### src/rtl/priv_guard.sv
module priv_guard #(
  parameter int AW = 16,
  parameter int TW = 16
) (
  input  logic          clk,
  input  logic          rst_n,
  input  logic          acc_valid,
  input  logic [AW-1:0] acc_addr,
  input  logic          evt_trap,
  input  logic          ret_user,
  input  logic          wr_en,
  input  logic [1:0]    wr_sel,
  input  logic [AW-1:0] wr_data,
  input  logic          tick,
  output logic          user_mode,
  output logic          acc_grant,
  output logic          acc_fault,
  output logic          priv_fault,
  output logic          tmr_irq
);
  localparam logic [1:0] SEL_BASE = 2'd0;
  localparam logic [1:0] SEL_LIM  = 2'd1;
  localparam logic [1:0] SEL_TMR  = 2'd2;
  localparam logic [TW-1:0] ONE   = TW'(1);

  logic          mode_q;
  logic [AW-1:0] base_q, lim_q;
  logic [TW-1:0] cnt_q;
  logic          irq_q;

  wire [AW:0] lo_w   = {1'b0, base_q};
  wire [AW:0] hi_w   = lo_w + {1'b0, lim_q};
  wire [AW:0] addr_w = {1'b0, acc_addr};
  wire        in_win = (addr_w >= lo_w) && (addr_w < hi_w);

  assign acc_fault  = acc_valid & mode_q & ~in_win;
  assign acc_grant  = acc_valid & ~acc_fault;
  assign priv_fault = wr_en & mode_q;
  assign user_mode  = mode_q;
  assign tmr_irq    = irq_q;

  wire wr_ok    = wr_en & ~mode_q;
  wire tmr_load = wr_ok && (wr_sel == SEL_TMR);
  wire expire   = tick && (cnt_q == ONE) && !tmr_load;
  wire to_mon   = evt_trap | acc_fault | priv_fault | expire;

  always_ff @(posedge clk) begin
    if (!rst_n) begin
      mode_q <= 1'b0;
      base_q <= '0;
      lim_q  <= '0;
      cnt_q  <= '0;
      irq_q  <= 1'b0;
    end else begin
      if (to_mon)
        mode_q <= 1'b0;
      else if (ret_user && !mode_q)
        mode_q <= 1'b1;

      if (wr_ok && wr_sel == SEL_BASE) base_q <= wr_data;
      if (wr_ok && wr_sel == SEL_LIM)  lim_q  <= wr_data;

      if (tmr_load)
        cnt_q <= wr_data[TW-1:0];
      else if (tick && cnt_q != '0)
        cnt_q <= cnt_q - ONE;

      irq_q <= expire;
    end
  end
endmodule

### config.mk
export PLATFORM = sky130hd
export DESIGN_NAME = priv_guard
export DESIGN_NICKNAME = d
export VERILOG_FILES = /design/src/rtl/priv_guard.sv
export SDC_FILE = /design/constraint.sdc
export NUM_CORES = 1
export LEC_CHECK = 0
export ABC_AREA = 1
export BUFFER_PORTS_ARGS = -buffer_cell sky130_fd_sc_hd__buf_4
export CAP_MARGIN = 15
export CORE_ASPECT_RATIO = 1.25
export CORE_UTILIZATION = 60
export CTS_CLUSTER_SIZE = 14
export DETAILED_ROUTE_END_ITERATION = 16
export PLACE_DENSITY = 0.93
export REMOVE_ABC_BUFFERS = 1
export SYNTH_ARGS = -nofsm -noshare
export SYNTH_HDL_FRONTEND = slang
export SYNTH_SLANG_ARGS = --single-unit
### constraint.sdc
create_clock -name clk -period 5.51 [get_ports clk]
set_clock_uncertainty 0.15 [all_clocks]
set_input_delay 0.551 -clock clk [delete_from_list [all_inputs] [get_ports clk]]
set_output_delay 0.551 -clock clk [all_outputs]
set_load 0.01 [all_outputs]
# --- Yosys cells after proc, flatten, opt, wreduce, memory -nomap -nowiden ---
# Cells that the tools add are included.
word_totals:
  ff_bits: 50
  output_inout_bits: 5
  wordCells: 40
op_classes:
  add_sub_neg: 2
  order_cmp: 2
  eq_ne: 3
  muxes: 2
  bitwise: 12
  n_reduce_logical: 14
ops:
  columns: ["op", "count"]
  rows:
  - ["2-to-1 mux 16 bit", 2]
  - ["adder 16 x 16 -> 17 bit", 1]
  - ["less-than comparator 16 x 17 -> 1 bit", 1]
  - ["== test 16 x 1 -> 1 bit, second input constant", 1]
  - [">= comparator 16 bit", 1]
  - ["nonzero test 16 bit", 1]
  - ["subtractor 16 x 1 -> 16 bit, second input constant", 1]
  - ["logical AND 1 bit", 8]
  - ["bitwise AND 1 bit", 5]
  - ["inverter 1 bit", 4]
  - ["OR 1 bit", 3]
  - ["== test 2 x 1 -> 1 bit, second input constant", 1]
  - ["== test 2 bit, second input constant", 1]
  - ["zero test 1 bit", 2]
  - ["zero test 2 bit", 1]
  - ["nonzero test 2 bit", 1]
  - ["OR reduction 2 bit", 1]

# --- Depth between registers and ports, before layout ---
depth:
  word_depth: 9
  mapped_depth: 18

# --- Least setup slack after synthesis ---
# Ideal clock, no wire load.
synth_timing:
  kind: "register to output"
  start: "register base_q[0]"
  end: "output acc_grant"
  t_arrival_ps: 2782
  setup_slack_ps: 2027
  path_stages_with_launch: 18
  n_path_buf: 0
  cell_sequence: "dfxtp_1 > ha_1 > fa_1 > nand3_1 > nand2_1 > nand2_1 > nand2_1 > a21oi_1 > o21ai_1 > a31oi_1 > xor2_1 > ha_1 > a21o_1 > nand4_1 > nand2_1 > nor2_1 > nand4_1 > a21oi_1"
synth_via:
  elab_chain_len: 7
synth_rtl:
  columns: ["element", "line", "text"]
  rows:
  - ["start, declared", "27", "logic [AW-1:0] base_q, lim_q;"]
  - ["start signal, assigned", "60", "if (wr_ok && wr_sel == SEL_BASE) base_q <= wr_data;"]
  - ["adder 16 x 16 -> 17 bit", "32", "wire [AW:0] hi_w = lo_w + {1'b0, lim_q};"]
  - ["less-than comparator 16 x 17 -> 1 bit", "34", "wire in_win = (addr_w >= lo_w) && (addr_w < hi_w);"]
  - ["logical AND 1 bit *", "34", null]
  - ["inverter 1 bit *", "36", "assign acc_fault = acc_valid & mode_q & ~in_win;"]
  - ["bitwise AND 1 bit *", "36", null]
  - ["inverter 1 bit *", "37", "assign acc_grant = acc_valid & ~acc_fault;"]
  - ["bitwise AND 1 bit *", "37", null]
  - ["end, declared", "16", "output logic acc_grant,"]
# Mark *: on every way between the ends. The rest lies on a longest branch, timed or not.

# --- Worst setup path after layout ---
layout_timing:
  start: "register base_q[0]"
  end: "output acc_fault"
layout_via:
  elab_chain_len: 5
layout_rtl:
  columns: ["element", "line", "text"]
  rows:
  - ["adder 16 x 16 -> 17 bit", "32", null]
  - ["less-than comparator 16 x 17 -> 1 bit", "34", null]
  - ["logical AND 1 bit *", "34", null]
  - ["inverter 1 bit *", "36", null]
  - ["bitwise AND 1 bit *", "36", null]
  - ["end, declared", "17", "output logic acc_fault,"]
# Marked as above.

==> run summary <==
I/O pins = 46
Post-Syn Area = 3640 µm²
CP max-delay cell = fa_1
Min setup slack post-route = 1.20 ns
Port Buffer Count = 45
Critical Path Start = base_q[0]
Overflow after GRT = 0
1st-iter DRT viols = 230
Critical path depth = 18
Sequential area share after synthesis = 0.275
Initial antenna violation count = 0
Top cell type's share of synthesized area = 0.275
Top delay family on crit path = simple AND/OR/NAND/NOR gates
Buf+Inv Stages, Crit Path = 1
Pwr Density = 253 nW/µm²
Drt drc = 0
Critical Path Sink = acc_fault
Top cells by count, synth = nand2_1, inv_1, a21oi_1
Slew @ Worst Pin = 0.661 ns
Reg clk slew, reported paths = 0.09 ns
Type of the most critical hold path = primary input to flip-flop
Critical Path AT = 3.61 ns
Clk buf depth = 2
Async SR Flop Fraction = 0
Area leader, netlist = dfxtp_1
Max-Cap Viols = 0
CTS tree = yes
Synth Flop Type = dfxtp_1
Total Wirelength = 8680 µm
Post-DP HPWL = 6860 µm
Antenna diode count = 0
Post-route core utilization = 0.706
Clk_lat worst skew = 0.31 ns
Number of fill cells = 422
Die Y-Extent = 89.1 µm
Crit Reg-Reg Startpoint = base_q[0]
# hold bufs at CTS = 0
Worst slack, placed = 1.59 ns
Largest net degree at the start of global routing = 39
Number of synthesized flops with an enable pin = 0
Crit end category = output pin
Synth Register Bits = 50
Fmax = 232 MHz
Wirelength per Cell = 14.3 µm
Placed Instances = 599
Avg Inst Size Synth = 7.26 µm²
DR vias = 3555
FP Rows = 31
Cells after Synth = 501
Outcome = finished clean
Total power = 1.04 mW
Tmin final = 4.31 ns
Period utilization = 0.782
FF-to-FF End = user_mode
Pins Over Slew Limit = 0
Post-synth cell types = 44
Die area = 6380 µm²
Finished Layout Cells = 607
Worst Reg-to-Reg Cells = 17
Setup TNS = 0 ns
Register area = 1000 µm²
Num CTS Buffers = 5
PostCTS Resize Cnt = 0
Data required, critical path = 4.81 ns
CTS root buf = clkbuf_8
Final Hold Vio Count = 0
Ys Warns = 0
Die width = 71.6 µm
Initial Util = 0.625
Vias in the first global route = 3294
Area grow syn2layout = 13.0%
Vias/cell = 5.86
Leakage = 1.88 nW
Max rail drop VDD = 0.154 mV
RSZ-0062 raised after global routing = false
Relative slew slack = 0.559
# Post-CTS Setup Buffers = 0
Setup CP Type = flip-flop to output pin
Worst-path fanout max = 3
Global-route wire length before repair = 14300 µm
Tot GR Track Use = 0.280
Most common cell in the netlist = nand2_1
Nets = 631
GPL Wtd Cong = 0.977
R2R Setup Slk = 2.16 ns
Cell mode on critical path = nand2_1
Crit path cell chain = ha_1 > fa_1 > nand3_1 > nand2_1 > nand2_1 > nand2_1 > a21oi_1 > o21ai_1 > a31oi_1 > xor2_1 > ha_1 > a21o_1 > nand4_1 > nand2_1 > nor2_1 > nand4_1 > and2_1 > buf_4
Clk sinks = 50
TritonRoute pass-1 iters = 5
# setup viols final = 0
Worst stage delay on the critical path = 0.41 ns
H-tree depth = 2
Core area = 5820 µm²
Startpoint types = flip-flop
Layout cell share with drive strength beyond 1 = 0.137
Area of the multi-input gates = 2340 µm²
Main area contributors after synthesis = dfxtp_1, ha_1, nand2_1
Min-delay src = wr_data[0]
Post-DRT Antenna Nets = 0
where the power goes:
group | switching (mW) | internal (mW) | total [mW]
Clock | 0.122 | 0.136 | 0.257
Sequential | 0.0297 | 0.396 | 0.426
Combinational | 0.216 | 0.140 | 0.356
Total | 0.368 | 0.672 | 1.04
worst min-delay path, stage by stage:
cell    delay [ns]
buf_4         0.09
nor2_1        0.04
nor2_1        0.08
layer usage:
layer / routed length (µm) / GRT usage / vias up
met3: 405 / 0.0248 / 27
met2: 4470 / 0.526 / 146
met4: 312 / 0.141 / 0
li1: - / - / 1774
met1: 3500 / 0.316 / 1608
met5: 0 / 0 / -
per-stage QoR:
step / instance area [µm²] / hold WS, ns
global placement: 4000 / 0.316
CTS: 4110 / 0.333
floorplan: 3580 / 0.301
detailed placement: 4000 / 0.324
finish: 4110 / 0.329
global route: 4110 / 0.354
kinds of logic (layout without fill, tap and decap cells):
| logic type | Yosys count | in the layout | share of synthesized area |
|---|---|---|---|
| buf+inv | 76 | 116 | 0.0822 |
| xor+xnor | 20 | 20 | 0.0482 |
| flops | 50 | 50 | 0.275 |
| fa+ha+maj | 50 | 50 | 0.174 |
| simple gates | 171 | 171 | 0.212 |
| compound gates | 134 | 134 | 0.209 |
sequential cells by signal, indices dropped and copies added, names as in the netlist:
| register | count |
|---|---|
| base_q | 16 |
| cnt_q | 16 |
| lim_q | 16 |
| tmr_irq | 1 |
| user_mode | 1 |
layout make-up:
cell class	count	share of cell area
timing repair buffer	45	0.0822
tap	66	0.0201
clock buffer	6	0.0177
sequential	50	0.244
inverter	63	0.0588
multi-input combinational	375	0.569
clock inverter	2	0.00913
worst min path at each step:
| stage | endpoint | cells after the start |
|---|---|---|
| after floorplan | base_q[10] | 2 |
| after global placement | cnt_q[3] | 2 |
| after detailed placement | cnt_q[3] | 2 |
| after CTS | base_q[0] | 3 |
| after global routing | base_q[0] | 3 |
| final | base_q[0] | 3 |
layout by cell type (no fill, tap or decap), types with 7 or more instances in the layout:
cell,count
ha_1,49
xor2_1,10
buf_4,45
o21ai_0,50
nand4_1,7
xnor2_1,10
a31oi_1,9
inv_1,58
nor2_1,48
nand3_1,14
nor3_1,8
a21oi_1,53
dfxtp_1,50
nand2_1,78
Power figures use the tool's default switching activity.
